<file path="src/rtl/irq_steer_pkg.sv">
// Package irq_steer_pkg
// Shared sizes, register offsets and reset values for the steering
// interrupt controller. Offsets are byte offsets within a window.
package irq_steer_pkg;
    localparam int REG_W   = 16;                  // register width
    localparam int SRC_N   = 16;                  // sources per bank
    localparam int LINE_N  = 5;                   // processor lines
    localparam int SEL_W   = 3;                   // steering code width
    localparam int FIELDS  = 5;                   // codes per steering register
    localparam int RT_W    = FIELDS * SEL_W;      // used bits of a steering register
    localparam int ADDR_W  = 5;

    localparam logic [ADDR_W-1:0] OFS_REQ    = 5'h00;
    localparam logic [ADDR_W-1:0] A_OFS_RT0  = 5'h04;
    localparam logic [ADDR_W-1:0] A_OFS_RT1  = 5'h06;
    localparam logic [ADDR_W-1:0] A_OFS_EN   = 5'h0C;
    localparam logic [ADDR_W-1:0] A_OFS_RT2  = 5'h1C;
    localparam logic [ADDR_W-1:0] A_OFS_RT3  = 5'h1E;
    localparam logic [ADDR_W-1:0] B_OFS_EN   = 5'h06;

    localparam logic [RT_W-1:0] RT0_RST = RT_W'(16'h0040);  // A src2 -> line 1
    localparam logic [RT_W-1:0] RT1_RST = '0;
    localparam logic [RT_W-1:0] RT2_RST = RT_W'(16'h00C2);  // B src0 -> 2, src2 -> 3
    localparam logic [RT_W-1:0] RT3_RST = '0;
endpackage

</file>
<file path="src/rtl/irq_steer_regs.sv">
// Module irq_steer_regs
// Register file for the two windows. It holds the two enable registers
// and the four steering registers, and returns read data combinationally.
// Request registers are not stored: a read returns the source inputs.
// Assumes: bus_wr is a one-cycle strobe, and window A wins when both
// selects are high.
module irq_steer_regs
    import irq_steer_pkg::*;
(
    input  logic              clk,
    input  logic              rst_n,
    input  logic              sel_a,
    input  logic              sel_b,
    input  logic              wr,
    input  logic [ADDR_W-1:0] addr,
    input  logic [REG_W-1:0]  wdata,
    input  logic [SRC_N-1:0]  src_a,
    input  logic [SRC_N-1:0]  src_b,
    output logic [REG_W-1:0]  rdata,
    output logic [SRC_N-1:0]  en_a,
    output logic [SRC_N-1:0]  en_b,
    output logic [RT_W-1:0]   rt0,
    output logic [RT_W-1:0]   rt1,
    output logic [RT_W-1:0]   rt2,
    output logic [RT_W-1:0]   rt3
);
    logic wr_a, wr_b;

    // Write qualification: window A has priority over window B.
    always_comb begin
        wr_a = wr && sel_a;
        wr_b = wr && sel_b && !sel_a;
    end

    // Register update: reset values, then decoded writes.
    always_ff @(posedge clk) begin
        if (!rst_n) begin
            en_a <= '0;
            en_b <= '0;
            rt0  <= RT0_RST;
            rt1  <= RT1_RST;
            rt2  <= RT2_RST;
            rt3  <= RT3_RST;
        end else begin
            if (wr_a) begin
                case (addr)
                    A_OFS_RT0: rt0  <= wdata[RT_W-1:0];
                    A_OFS_RT1: rt1  <= wdata[RT_W-1:0];
                    A_OFS_EN:  en_a <= wdata[SRC_N-1:0];
                    A_OFS_RT2: rt2  <= wdata[RT_W-1:0];
                    A_OFS_RT3: rt3  <= wdata[RT_W-1:0];
                    default:   ;
                endcase
            end
            if (wr_b && addr == B_OFS_EN) begin
                en_b <= wdata[SRC_N-1:0];
            end
        end
    end

    // Read mux: live requests, stored registers, zero for unmapped offsets.
    always_comb begin
        rdata = '0;
        if (sel_a) begin
            case (addr)
                OFS_REQ:   rdata = REG_W'(src_a);
                A_OFS_RT0: rdata = REG_W'(rt0);
                A_OFS_RT1: rdata = REG_W'(rt1);
                A_OFS_EN:  rdata = REG_W'(en_a);
                A_OFS_RT2: rdata = REG_W'(rt2);
                A_OFS_RT3: rdata = REG_W'(rt3);
                default:   rdata = '0;
            endcase
        end else if (sel_b) begin
            case (addr)
                OFS_REQ:  rdata = REG_W'(src_b);
                B_OFS_EN: rdata = REG_W'(en_b);
                default:  rdata = '0;
            endcase
        end
    end

    // the first cycle after reset shows the reset contents.
    a_r1_reset_values: assert property (@(posedge clk) disable iff (!rst_n)
        $past(!rst_n) |-> (en_a == '0 && en_b == '0 && rt0 == RT0_RST && rt2 == RT2_RST))
        else $error("a_r1_reset_values");

    // a write to the window A enable register is stored as written.
    a_r8_en_readback: assert property (@(posedge clk) disable iff (!rst_n)
        (sel_a && wr && addr == A_OFS_EN) |=> (en_a == $past(wdata)))
        else $error("a_r8_en_readback");

    // a write to the window A request offset leaves all state unchanged.
    a_r7_req_write_ignored: assert property (@(posedge clk) disable iff (!rst_n)
        (sel_a && wr && addr == OFS_REQ) |=>
        ($stable(en_a) && $stable(en_b) && $stable(rt0) && $stable(rt1) && $stable(rt2) && $stable(rt3)))
        else $error("a_r7_req_write_ignored");
endmodule

</file>
<file path="src/rtl/irq_steer_bank.sv">
// Module irq_steer_bank
// Combinational steering for one bank. It extracts each source's
// steering code and ORs the raised, enabled sources onto the line their
// code names. Codes that name no line (LINE_N and above) drive nothing.
// Sources at index 2*FIELDS and above have no code and use line 0.
// Assumes: rt_lo carries the codes of sources 0..FIELDS-1, and rt_hi
// carries the codes of sources FIELDS..2*FIELDS-1.
module irq_steer_bank #(
    parameter int SRC_N  = 16,
    parameter int LINE_N = 5,
    parameter int SEL_W  = 3,
    parameter int FIELDS = 5
) (
    input  logic [SRC_N-1:0]        req,
    input  logic [SRC_N-1:0]        en,
    input  logic [FIELDS*SEL_W-1:0] rt_lo,
    input  logic [FIELDS*SEL_W-1:0] rt_hi,
    output logic [LINE_N-1:0]       hit
);
    localparam int ROUTED = 2 * FIELDS;

    logic [SEL_W-1:0]  code [SRC_N];
    logic [SRC_N-1:0]  live;
    logic [SRC_N-1:0]  match [LINE_N];

    // Per-source code extraction, picked by where the source sits.
    for (genvar s = 0; s < SRC_N; s++) begin : g_src
        if (s < FIELDS) begin : g_lo
            assign code[s] = rt_lo[s*SEL_W +: SEL_W];
        end else if (s < ROUTED) begin : g_hi
            assign code[s] = rt_hi[(s-FIELDS)*SEL_W +: SEL_W];
        end else begin : g_fixed
            assign code[s] = '0;
        end
    end

    // Gate each request with its enable bit.
    always_comb live = req & en;

    // One OR tree per line over the sources whose code names it.
    for (genvar n = 0; n < LINE_N; n++) begin : g_line
        for (genvar s = 0; s < SRC_N; s++) begin : g_cmp
            assign match[n][s] = (code[s] == SEL_W'(n));
        end
        assign hit[n] = |(live & match[n]);
    end
endmodule

</file>
<file path="src/rtl/irq_steer.sv">
// Module irq_steer
// Top of the steering interrupt controller. It holds the register file,
// one steering block per bank, and the registered output lines. Each
// line is the OR of the two banks' results for that line.
// Assumes: the source inputs are synchronous to clk.
module irq_steer
    import irq_steer_pkg::*;
(
    input  logic              clk,
    input  logic              rst_n,
    input  logic [SRC_N-1:0]  src_a,
    input  logic [SRC_N-1:0]  src_b,
    input  logic              bus_sel_a,
    input  logic              bus_sel_b,
    input  logic              bus_wr,
    input  logic [ADDR_W-1:0] bus_addr,
    input  logic [REG_W-1:0]  bus_wdata,
    output logic [REG_W-1:0]  bus_rdata,
    output logic [LINE_N-1:0] line_out
);
    logic [SRC_N-1:0]  en_a, en_b;
    logic [RT_W-1:0]   rt0, rt1, rt2, rt3;
    logic [LINE_N-1:0] hit_a, hit_b, line_next;

    irq_steer_regs u_regs (
        .clk   (clk),
        .rst_n (rst_n),
        .sel_a (bus_sel_a),
        .sel_b (bus_sel_b),
        .wr    (bus_wr),
        .addr  (bus_addr),
        .wdata (bus_wdata),
        .src_a (src_a),
        .src_b (src_b),
        .rdata (bus_rdata),
        .en_a  (en_a),
        .en_b  (en_b),
        .rt0   (rt0),
        .rt1   (rt1),
        .rt2   (rt2),
        .rt3   (rt3)
    );

    irq_steer_bank #(.SRC_N(SRC_N), .LINE_N(LINE_N), .SEL_W(SEL_W), .FIELDS(FIELDS)) u_bank_a (
        .req   (src_a),
        .en    (en_a),
        .rt_lo (rt0),
        .rt_hi (rt1),
        .hit   (hit_a)
    );

    irq_steer_bank #(.SRC_N(SRC_N), .LINE_N(LINE_N), .SEL_W(SEL_W), .FIELDS(FIELDS)) u_bank_b (
        .req   (src_b),
        .en    (en_b),
        .rt_lo (rt2),
        .rt_hi (rt3),
        .hit   (hit_b)
    );

    // Merge the two banks per line.
    always_comb line_next = hit_a | hit_b;

    // Output register: lines follow their inputs one clock later.
    always_ff @(posedge clk) begin
        if (!rst_n) line_out <= '0;
        else        line_out <= line_next;
    end

    // with every enable bit clear, no line rises on the next cycle.
    a_r4_all_disabled_quiet: assert property (@(posedge clk) disable iff (!rst_n)
        (en_a == '0 && en_b == '0) |=> (line_out == '0))
        else $error("a_r4_all_disabled_quiet");

    // with no request raised, all lines are low one clock later.
    a_r6_no_request_quiet: assert property (@(posedge clk) disable iff (!rst_n)
        (src_a == '0 && src_b == '0) |=> (line_out == '0))
        else $error("a_r6_no_request_quiet");
endmodule

</file>
<file path="config.mk">
export PLATFORM = sky130hd
export DESIGN_NAME = irq_steer
export DESIGN_NICKNAME = d
export VERILOG_FILES = /design/src/rtl/irq_steer_pkg.sv /design/src/rtl/irq_steer_regs.sv /design/src/rtl/irq_steer_bank.sv /design/src/rtl/irq_steer.sv
export SDC_FILE = /design/constraint.sdc
export NUM_CORES = 1
export LEC_CHECK = 0
export BUFFER_PORTS_ARGS = -buffer_cell sky130_fd_sc_hd__buf_4
export CORE_MARGIN = 8
export CORE_UTILIZATION = 58
export DETAILED_ROUTE_END_ITERATION = 16
export PLACE_DENSITY = 0.87
export SLEW_MARGIN = 20
export SYNTH_ARGS = -nofsm -noshare
export SYNTH_HDL_FRONTEND = slang
export SYNTH_SLANG_ARGS = --single-unit
</file>
<file path="constraint.sdc">
create_clock -name clk -period 3.64 [get_ports clk]
set_clock_uncertainty 0.2 [all_clocks]
set_input_delay 0.91 -clock clk [delete_from_list [all_inputs] [get_ports clk]]
set_output_delay 0.91 -clock clk [all_outputs]
set_load 0.02 [all_outputs]
</file>
==> reports/qor.yml, run 1 <==
synth_nets: 685
wl_per_cell_microns: 25.49
clockBufferDepth: 2
cts_tree: "done"
ys_seq_area_frac: 0.3469
end_kind: "primary output"
async_reset_ff_frac: 0
min_path_type: "flip-flop to flip-flop"
final_cell_mix: "dfxtp_1, buf_4, mux2i_1"
root_buffer: "clkbuf_8"
synth.distinct_cells: 52
grt_overflow: 0
r2r-end: "line_out[0]$_SDFF_PN0_"
pre_cts_ws_ns: 0.03369
slew_headroom: 0.4669
rows: 36
worst_slew_pin_slew_ns: 0.7997
grt_pass1_vias: 5750
top_usage_layer: "met2"
drt-initial-drc-count: 653
yosysWarningCount: 0
placed_cells: 822
worstSetupStartpointType: "input pin"
max-cap-violations: 0
synth_area_leaders: "dfxtp_1, mux2i_1, nor2b_1"
path_max_fanout: 10
synth-edff-count: 0
critPathKind: "input pin to primary output"
antenna_found_initial: 0
grt_use_met3: 0.07542
synthToLayoutAreaGrowth_pct: 20.50
die_w_microns: 114.2
p_leak_nw: 2.194
yosysTopAreaCell: "dfxtp_1"
power_mw: 1.883
nNetsFinal: 762
avgSynthCellArea_sq_um: 8.928
final_core_util: 0.7064
hpwl_microns: 15550
die_area_sq_um: 13050
n_fill_cell: 776
synth.top_cell.area_share: 0.3469
rr_worst_depth: 4
yosys_most_used_dff: "dfxtp_1"
rsz0062_at_grt: "yes"
grt_pass1_wl_microns: 32100
via_count: 5802
clk-insertion-delay-late_ns: 0.37
cp.required_ns: 2.53
drive_above_1_share: 0.2006
status: "finished clean"
min_from: "u_regs.en_a[7]$_SDFFE_PN0P_"
place.gp.congestion: 0.9936
grt_use_met2: 0.5177
wl_microns: 21440
syn_area_sq_um: 5598
drt-pass1-iter-count: 7
ios: 79
ant_nets: 0
cts_made_buffers: 9
cts.htree.levels: 3
min_period_ns: 3.628
syn_inst: 627
diodes: 0
mostFrequentLayoutCell: "dfxtp_1"
slew_violations: 0
grt_max_degree: 98
r2r-start: "u_regs.rt2[6]$_SDFFE_PN1P_"
powerDensity_nw_per_um2: 279.1
drc: 0
core_sq_um: 9549
critPathArrivalTime_ns: 2.52
place_area_sq_um: 6490
finalCritPeriodShare: 0.9968
regToRegSetupSlack_ns: 1.46
fmax_mhz: 275.6
hold_viol_final: 0
start_util: 0.5862
port-buffer-count: 78
stdcell_area_sq_um: 6745
die_height_microns: 114.2
vdd_ir_drop_max_uv: 230.8
instances_no_fill: 841
setup_viol: 0
clk_pin_slew_worst_paths_ns: 0.09
cts_sinks: 97
whs_path_depth: 2
grt.total_usage: 0.3214
ys_ff_latch: 97
hold_end: "u_regs.en_a[7]$_SDFFE_PN0P_"
avgViaCountPerCell: 6.899
grt_util_met1: 0.3804
finalWorstSetupSlack_ns: 0.01165
==> how the worst max path moves through the flow <==
stage,start,endpoint,slack [ns]
2_1_floorplan,bus_addr[3],bus_rdata[10],0.02
3_5_place_dp,bus_addr[1],bus_rdata[6],0.03
6_report,bus_addr[1],bus_rdata[4],0.01
5_1_grt,bus_addr[0],bus_rdata[3],-0.05
3_3_place_gp,bus_addr[1],bus_rdata[6],0.06
4_1_cts,bus_addr[1],bus_rdata[6],0.03
==> metal layers <==
| layer | up-vias | part of all wire |
|---|---|---|
| met5 | - | 0 |
| met4 | 0 | 0.063 |
| met3 | 104 | 0.10 |
| met2 | 415 | 0.46 |
| met1 | 2738 | 0.38 |
| li1 | 2545 | - |
==> layout make-up <==
class | instances | area, sq um | share of cell area
clock buffers | 10 | 127.6 | 0.01892
clock inverters | 5 | 33.78 | 0.005008
inverters | 7 | 26.28 | 0.003895
multi-input cells | 487 | 3578 | 0.5305
flip-flops and latches | 97 | 1942 | 0.2879
well taps | 133 | 166.4 | 0.02467
repair buffers | 102 | 870.8 | 0.1291
==> critical path, cell delays in order <==
cell       delay, ns
buf_4           0.12
or3_4           0.42
nor3_4          0.29
buf_4           0.19
clkbuf_16       0.16
a22oi_1         0.13
o22ai_2         0.14
buf_4           0.16
==> kinds of logic after synthesis <==
family | count (synthesis) | synth area share
simple gates | 283 | 0.3093
compound gates | 126 | 0.1694
flops | 97 | 0.3469
mux | 78 | 0.1397
buf+inv | 43 | 0.03465
==> cells in the mapped netlist, drive strengths merged (13+ instances only) <==
library cell / number
and3: 18
nand3: 13
o22ai: 17
buf: 15
a22oi: 62
nand2: 62
dfxtp: 97
nor2: 17
clkbuf: 21
nor4b: 35
nor2b: 75
nor4: 21
mux2i: 77
a21boi: 14
==> registers in the layout, summed over array words and instances, names as in the netlist <==
signal / count
line_out: 5
u_regs.rt2: 15
u_regs.rt3: 15
u_regs.rt0: 15
u_regs.en_a: 16
u_regs.en_b: 16
u_regs.rt1: 15
==> power breakdown <==
group,switching (mW),total [mW],internal [mW],leakage (nW)
combinational,0.0981,0.184,0.0858,1.33
clock,0.383,0.627,0.244,0.0781
sequential,0.00705,1.07,1.06,0.781
==> timing repair <==
action                                  CTS  global route
endpoints found under the setup margin    0            12
gates resized for setup                   0             6
hold buffers                              0             0
hold endpoints to repair                  0             0
buffers inserted                          0             2
==> per-stage QoR <==
step                TNS, ns  hold WS [ns]
detailed placement        0        0.3159
global placement          0        0.3185
CTS                       0        0.3333
floorplan                 0        0.2592
finish                    0        0.3469
global route        -0.2265        0.3546
Note: power is estimated with default switching activity, not from simulation.
==> run 2, diff against run 1 <==
==> constraint.sdc (replaced) <==
create_clock -name clk -period 3.4 [get_ports clk]
set_clock_uncertainty 0.2 [all_clocks]
set_input_delay 0.85 -clock clk [delete_from_list [all_inputs] [get_ports clk]]
set_output_delay 0.85 -clock clk [all_outputs]
set_load 0.02 [all_outputs]
==> run 2 against run 1 <==
Net effect: the run now ends with negative setup slack left; total power up 12%; sequential share of layout area decreased by 1.2 points; worst hold slack worse by 0.0030 ns; utilization rose by 3.1 points; critical path depth unchanged; sequential power up 7%; first-iteration DRC count up 10%; largest cell class unchanged; largest power group unchanged.
==> reports/qor.yml, run 2 (synthesis results as in run 1) <==
status: "finished, violations left"
violations: "negative setup slack"
synthToLayoutAreaGrowth_pct: 25.75
reg.largest.list: "u_regs.en_a (16), u_regs.en_b (16)"
switchingPower_mw: 0.5297
p_leak_nw: 2.283
hold_viol_final: 0
wl_microns: 21010
cts_sinks: 97
rows: 36
diodes: 0
slew_headroom: 0.4903
worstSetupStartpointType: "input pin"
port-buffer-count: 78
die_height_microns: 114.2
grt_overflow: 0
cts_made_buffers: 9
via_count: 5861
n_fill_cell: 733
core_sq_um: 9549
grt_use_met3: 0.06065
power.internal_mw: 1.581
clk-insertion-delay-late_ns: 0.37
grt_max_degree: 98
vdd_ir_drop_max_uv: 246.3
place_area_sq_um: 6648
avgViaCountPerCell: 6.887
drt-pass1-iter-count: 7
max-cap-violations: 0
powerDensity_nw_per_um2: 299.9
cts.htree.levels: 3
die_w_microns: 114.2
start_util: 0.5862
fmax_mhz: 290.6
critPathArrivalTime_ns: 2.39
worst_slew_pin_slew_ns: 0.7646
clockBufferDepth: 2
root_buffer: "clkbuf_8"
ios: 79
cts_tree: "done"
drt-initial-drc-count: 721
grt_use_met2: 0.5162
grt.total_usage: 0.3217
place.gp.congestion: 1.037
path_max_fanout: 8
end_kind: "primary output"
setup_viol: 10
whs_path_depth: 2
grt_util_met1: 0.3942
mostFrequentLayoutCell: "dfxtp_1"
power_mw: 2.111
seqPwrFrac: 0.543
top_usage_layer: "met2"
min_period_ns: 3.441
grt_pass1_vias: 5885
slew_violations: 0
critPathKind: "input pin to primary output"
drive_above_1_share: 0.2340
ant_nets: 0
swShare: 0.2509
pre_cts_ws_ns: -0.07194
p_clk_frac: 0.358
drc: 0
die_area_sq_um: 13050
final_cell_mix: "dfxtp_1, buf_4, mux2i_1"
hpwl_microns: 15180
clk_pin_slew_worst_paths_ns: 0.09
nNetsFinal: 771
grt_pass1_wl_microns: 32290
rr_worst_depth: 5
cp.required_ns: 2.35
finalWorstSetupSlack_ns: -0.04099
finalCritPeriodShare: 1.012
min_path_type: "flip-flop to flip-flop"
stdcell_area_sq_um: 7039
antenna_found_initial: 0
wl_per_cell_microns: 24.69
rsz0062_at_grt: "yes"
combPwrFrac: 0.099
[run 2: cell types whose count changed in the layout (fill, tap and decap cells not counted), moves of 5 or more]
cell	change
a22oi_1	-9
and3_4	+5
and3_1	-5
o22ai_2	-5
a22oi_2	+9
buf_6	+18
buf_4	-9
o22ai_4	+6
[run 2: final cells by class]
class / count / area, sq um / share of cell area
Sequential cell: 97 / 1942 / 0.2759
Inverter: 7 / 26.28 / 0.003733
Clock buffer: 10 / 127.6 / 0.01813
Clock inverter: 6 / 67.56 / 0.009598
Multi-Input combinational cell: 487 / 3714 / 0.5276
Timing Repair Buffer: 111 / 996.0 / 0.1415
Tap cell: 133 / 166.4 / 0.02364
[run 2: through the flow]
stage	util	hold WS (ns)	std cells	setup TNS, ns
floorplan	-	0.2592	627	-0.1062
global placement	0.6961	0.3158	833	-0.1071
detailed placement	0.6961	0.3362	833	-0.7375
CTS	0.7224	0.3472	850	-0.0002354
global route	0.7372	0.3681	851	-0.7418
finish	0.7372	0.3439	851	-0.1966
[run 2: critical path, cell delays in order]
cell	delay [ns]
buf_6	0.09
or3_4	0.41
nor3_4	0.23
buf_6	0.20
a22oi_1	0.10
and3_1	0.20
o22ai_4	0.16
buf_6	0.14
[run 2: worst paths after layout]
| check | endpoint | startpoint | slack [ns] |
|---|---|---|---|
| setup / recovery | bus_rdata[11] | bus_addr[1] | -0.04 |
| hold / removal | u_regs.rt0[9]$_SDFFE_PN0P_ | u_regs.rt0[9]$_SDFFE_PN0P_ | 0.34 |
| setup reg to reg | line_out[0]$_SDFF_PN0_ | u_regs.rt3[5]$_SDFFE_PN0P_ | 1.01 |
| hold reg to reg | u_regs.rt0[9]$_SDFFE_PN0P_ | u_regs.rt0[9]$_SDFFE_PN0P_ | 0.34 |
[run 2: per-layer routing]
layer / vias to the layer above / share of wire / wire length (microns)
met2: 408 / 0.45 / 9549
li1: 2565 / - / -
met3: 89 / 0.11 / 2390
met5: - / 0 / 0
met4: 0 / 0.051 / 1080
met1: 2799 / 0.38 / 7989
[run 2: repair_timing]
item	in CTS	in global routing
setup endpoints to repair	15	16
hold buffers	0	0
pin swaps	0	6
buffers inserted	0	1
gates cloned	1	0
gates resized for setup	12	29
[run 2: power by group through the flow]
stage / registers [mW] / logic [mW] / clock network [mW]
floorplan: 1.17 / 0.0765 / 0
global placement: 1.17 / 0.187 / 0
detailed placement: 1.17 / 0.192 / 0
CTS: 1.15 / 0.196 / 0.767
global route: 1.15 / 0.217 / 0.812
finish: 1.15 / 0.208 / 0.756
==> run 3, diff against run 2 <==
--- a/config.mk
+++ b/config.mk
@@ -9,6 +9,7 @@
 export CORE_MARGIN = 8
 export CORE_UTILIZATION = 58
 export DETAILED_ROUTE_END_ITERATION = 16
+export GPL_TIMING_DRIVEN = 0
 export PLACE_DENSITY = 0.87
 export SLEW_MARGIN = 20
 export SYNTH_ARGS = -nofsm -noshare
==> run 3 against run 2 <==
Net effect: the flow still finishes with violations (negative setup slack); critical path type unchanged; combinational power rose by 16%; sequential power hardly changed; clock power down 6.6%; critical path depth did not move.
==> reports/qor.yml, run 3 (synthesis results as in run 1) <==
start_util: 0.5862
seqPwrFrac: 0.548
cts_made_buffers: 9
cts.htree.levels: 3
ant_nets: 0
drt-pass1-iter-count: 9
cts_sinks: 97
die_height_microns: 114.2
finalWorstSetupSlack_ns: -0.2068
min_path_type: "flip-flop to flip-flop"
power.internal_mw: 1.534
worst_slew_pin_slew_ns: 0.9807
switchingPower_mw: 0.5610
end_kind: "primary output"
min_period_ns: 3.607
mostFrequentLayoutCell: "dfxtp_1"
final_cell_mix: "dfxtp_1, mux2i_1, nor2b_1"
clk_pin_slew_worst_paths_ns: 0.09
clockBufferDepth: 2
setup_viol: 16
combPwrFrac: 0.115
rsz0062_at_grt: "yes"
swShare: 0.2678
finalCritPeriodShare: 1.061
p_leak_nw: 2.364
slew_headroom: 0.3413
grt_pass1_wl_microns: 36470
violations: "negative setup slack"
root_buffer: "clkbuf_8"
tns_ns: -1.588
die_area_sq_um: 13050
drt-initial-drc-count: 765
cp.required_ns: 2.35
rows: 36
clk-insertion-delay-late_ns: 0.38
nNetsFinal: 791
grt_overflow: 0
wl_microns: 25400
hpwl_microns: 17240
cts_tree: "done"
grt_pass1_vias: 6125
p_clk_frac: 0.337
crit_path_top_delay_cell: "nor3_4"
synthToLayoutAreaGrowth_pct: 29.48
drc: 0
worstSetupStartpointType: "input pin"
status: "finished, violations left"
core_sq_um: 9549
via_count: 6307
hold_viol_final: 0
avgViaCountPerCell: 7.241
path_max_fanout: 10
antenna_found_initial: 0
reg.largest.list: "u_regs.en_a (16), u_regs.en_b (16)"
max-cap-violations: 0
power_mw: 2.095
diodes: 0
crit_family: "simple AND/OR/NAND/NOR gates"
critPathArrivalTime_ns: 2.56
cpPeakStageDelay_ns: 0.34
drive_above_1_share: 0.2615
vdd_ir_drop_max_uv: 249.2
powerDensity_nw_per_um2: 289.0
path_cells: "buf_8 > nand3_1 > nor3_4 > buf_4 > a22oi_1 > and3_4 > o22ai_2 > buf_6"
fmax_mhz: 277.3
path_buf_inv: 3
die_w_microns: 114.2
wl_per_cell_microns: 29.16
cts_hold_buf: 0
ios: 79
grt_max_degree: 16
slew_violations: 0
port-buffer-count: 75
place.gp.congestion: 1.034
grt.total_usage: 0.3736
critPathKind: "input pin to primary output"
run 3: cell count changes in the layout (fill, tap and decap cells not counted), sizes merged:
cell	delta
clkbuf	+18
buf	+4
bufinv	-1
inv	-1
run 3: area by class of cell:
cell class	count	area (sq um)
multi-input cells	487	3809
fillers	666	2301
flip-flops and latches	97	1942
repair buffers	96	859.6
plain buffers	35	271.5
well taps	133	166.4
clock buffers	12	145.1
clock inverters	4	28.78
inverters	7	26.28
run 3: worst paths after layout:
path	startpoint	end	slack (ns)	depth (start not counted)
worst max-delay path	bus_addr[2]	bus_rdata[0]	-0.21	8
worst min-delay path	u_regs.rt0[14]$_SDFFE_PN0P_	u_regs.rt0[14]$_SDFFE_PN0P_	0.32	2
worst min register to register	u_regs.rt0[14]$_SDFFE_PN0P_	u_regs.rt0[14]$_SDFFE_PN0P_	0.32	2
worst max register to register	u_regs.rt3[5]$_SDFFE_PN0P_	line_out[0]$_SDFF_PN0_	0.77	5
run 3: per-layer routing:
metal  share of wire  routed length, microns  track usage  vias up
met5               0                       0            0        -
met4           0.086                    2189       0.2697        0
met3            0.13                    3292      0.09916      192
met2            0.43                   10840       0.5808      600
met1            0.36                    9075       0.4373     2903
li1                -                       -            -     2612
run 3: power groups by stage:
stage	clock network, mW	logic [mW]	registers, mW
finish	0.706	0.242	1.15
global route	0.744	0.245	1.15
CTS	0.699	0.212	1.15
detailed placement	0	0.189	1.17
global placement	0	0.185	1.17
floorplan	0	0.0765	1.17
run 3: tightest hold or removal path, stage by stage (launching register included):
cell      delay (ns)
dfxtp_1         0.36
nand2_1         0.07
a21boi_1        0.05
run 3: timing repair:
item | CTS | global route
pin swaps | 21 | 20
gates cloned | 2 | 1
setup endpoints to repair | 16 | 16
resized for setup | 70 | 38
setup buffers | 14 | 5
run 3: per-stage QoR:
step           area (sq um)  hold slack (ns)  worst slack [ns]  cells  utilization
2_1_floorplan          5748           0.2592          -0.02329    627            -
3_3_place_gp           6477           0.2986           -0.5747    835       0.6783
3_5_place_dp           6477           0.3079           -0.6905    835       0.6783
4_1_cts                7043           0.3206          -0.09348    866       0.7376
5_1_grt                7248           0.3550           -0.2038    871       0.7590
6_report               7248           0.3195           -0.2068    871       0.7590
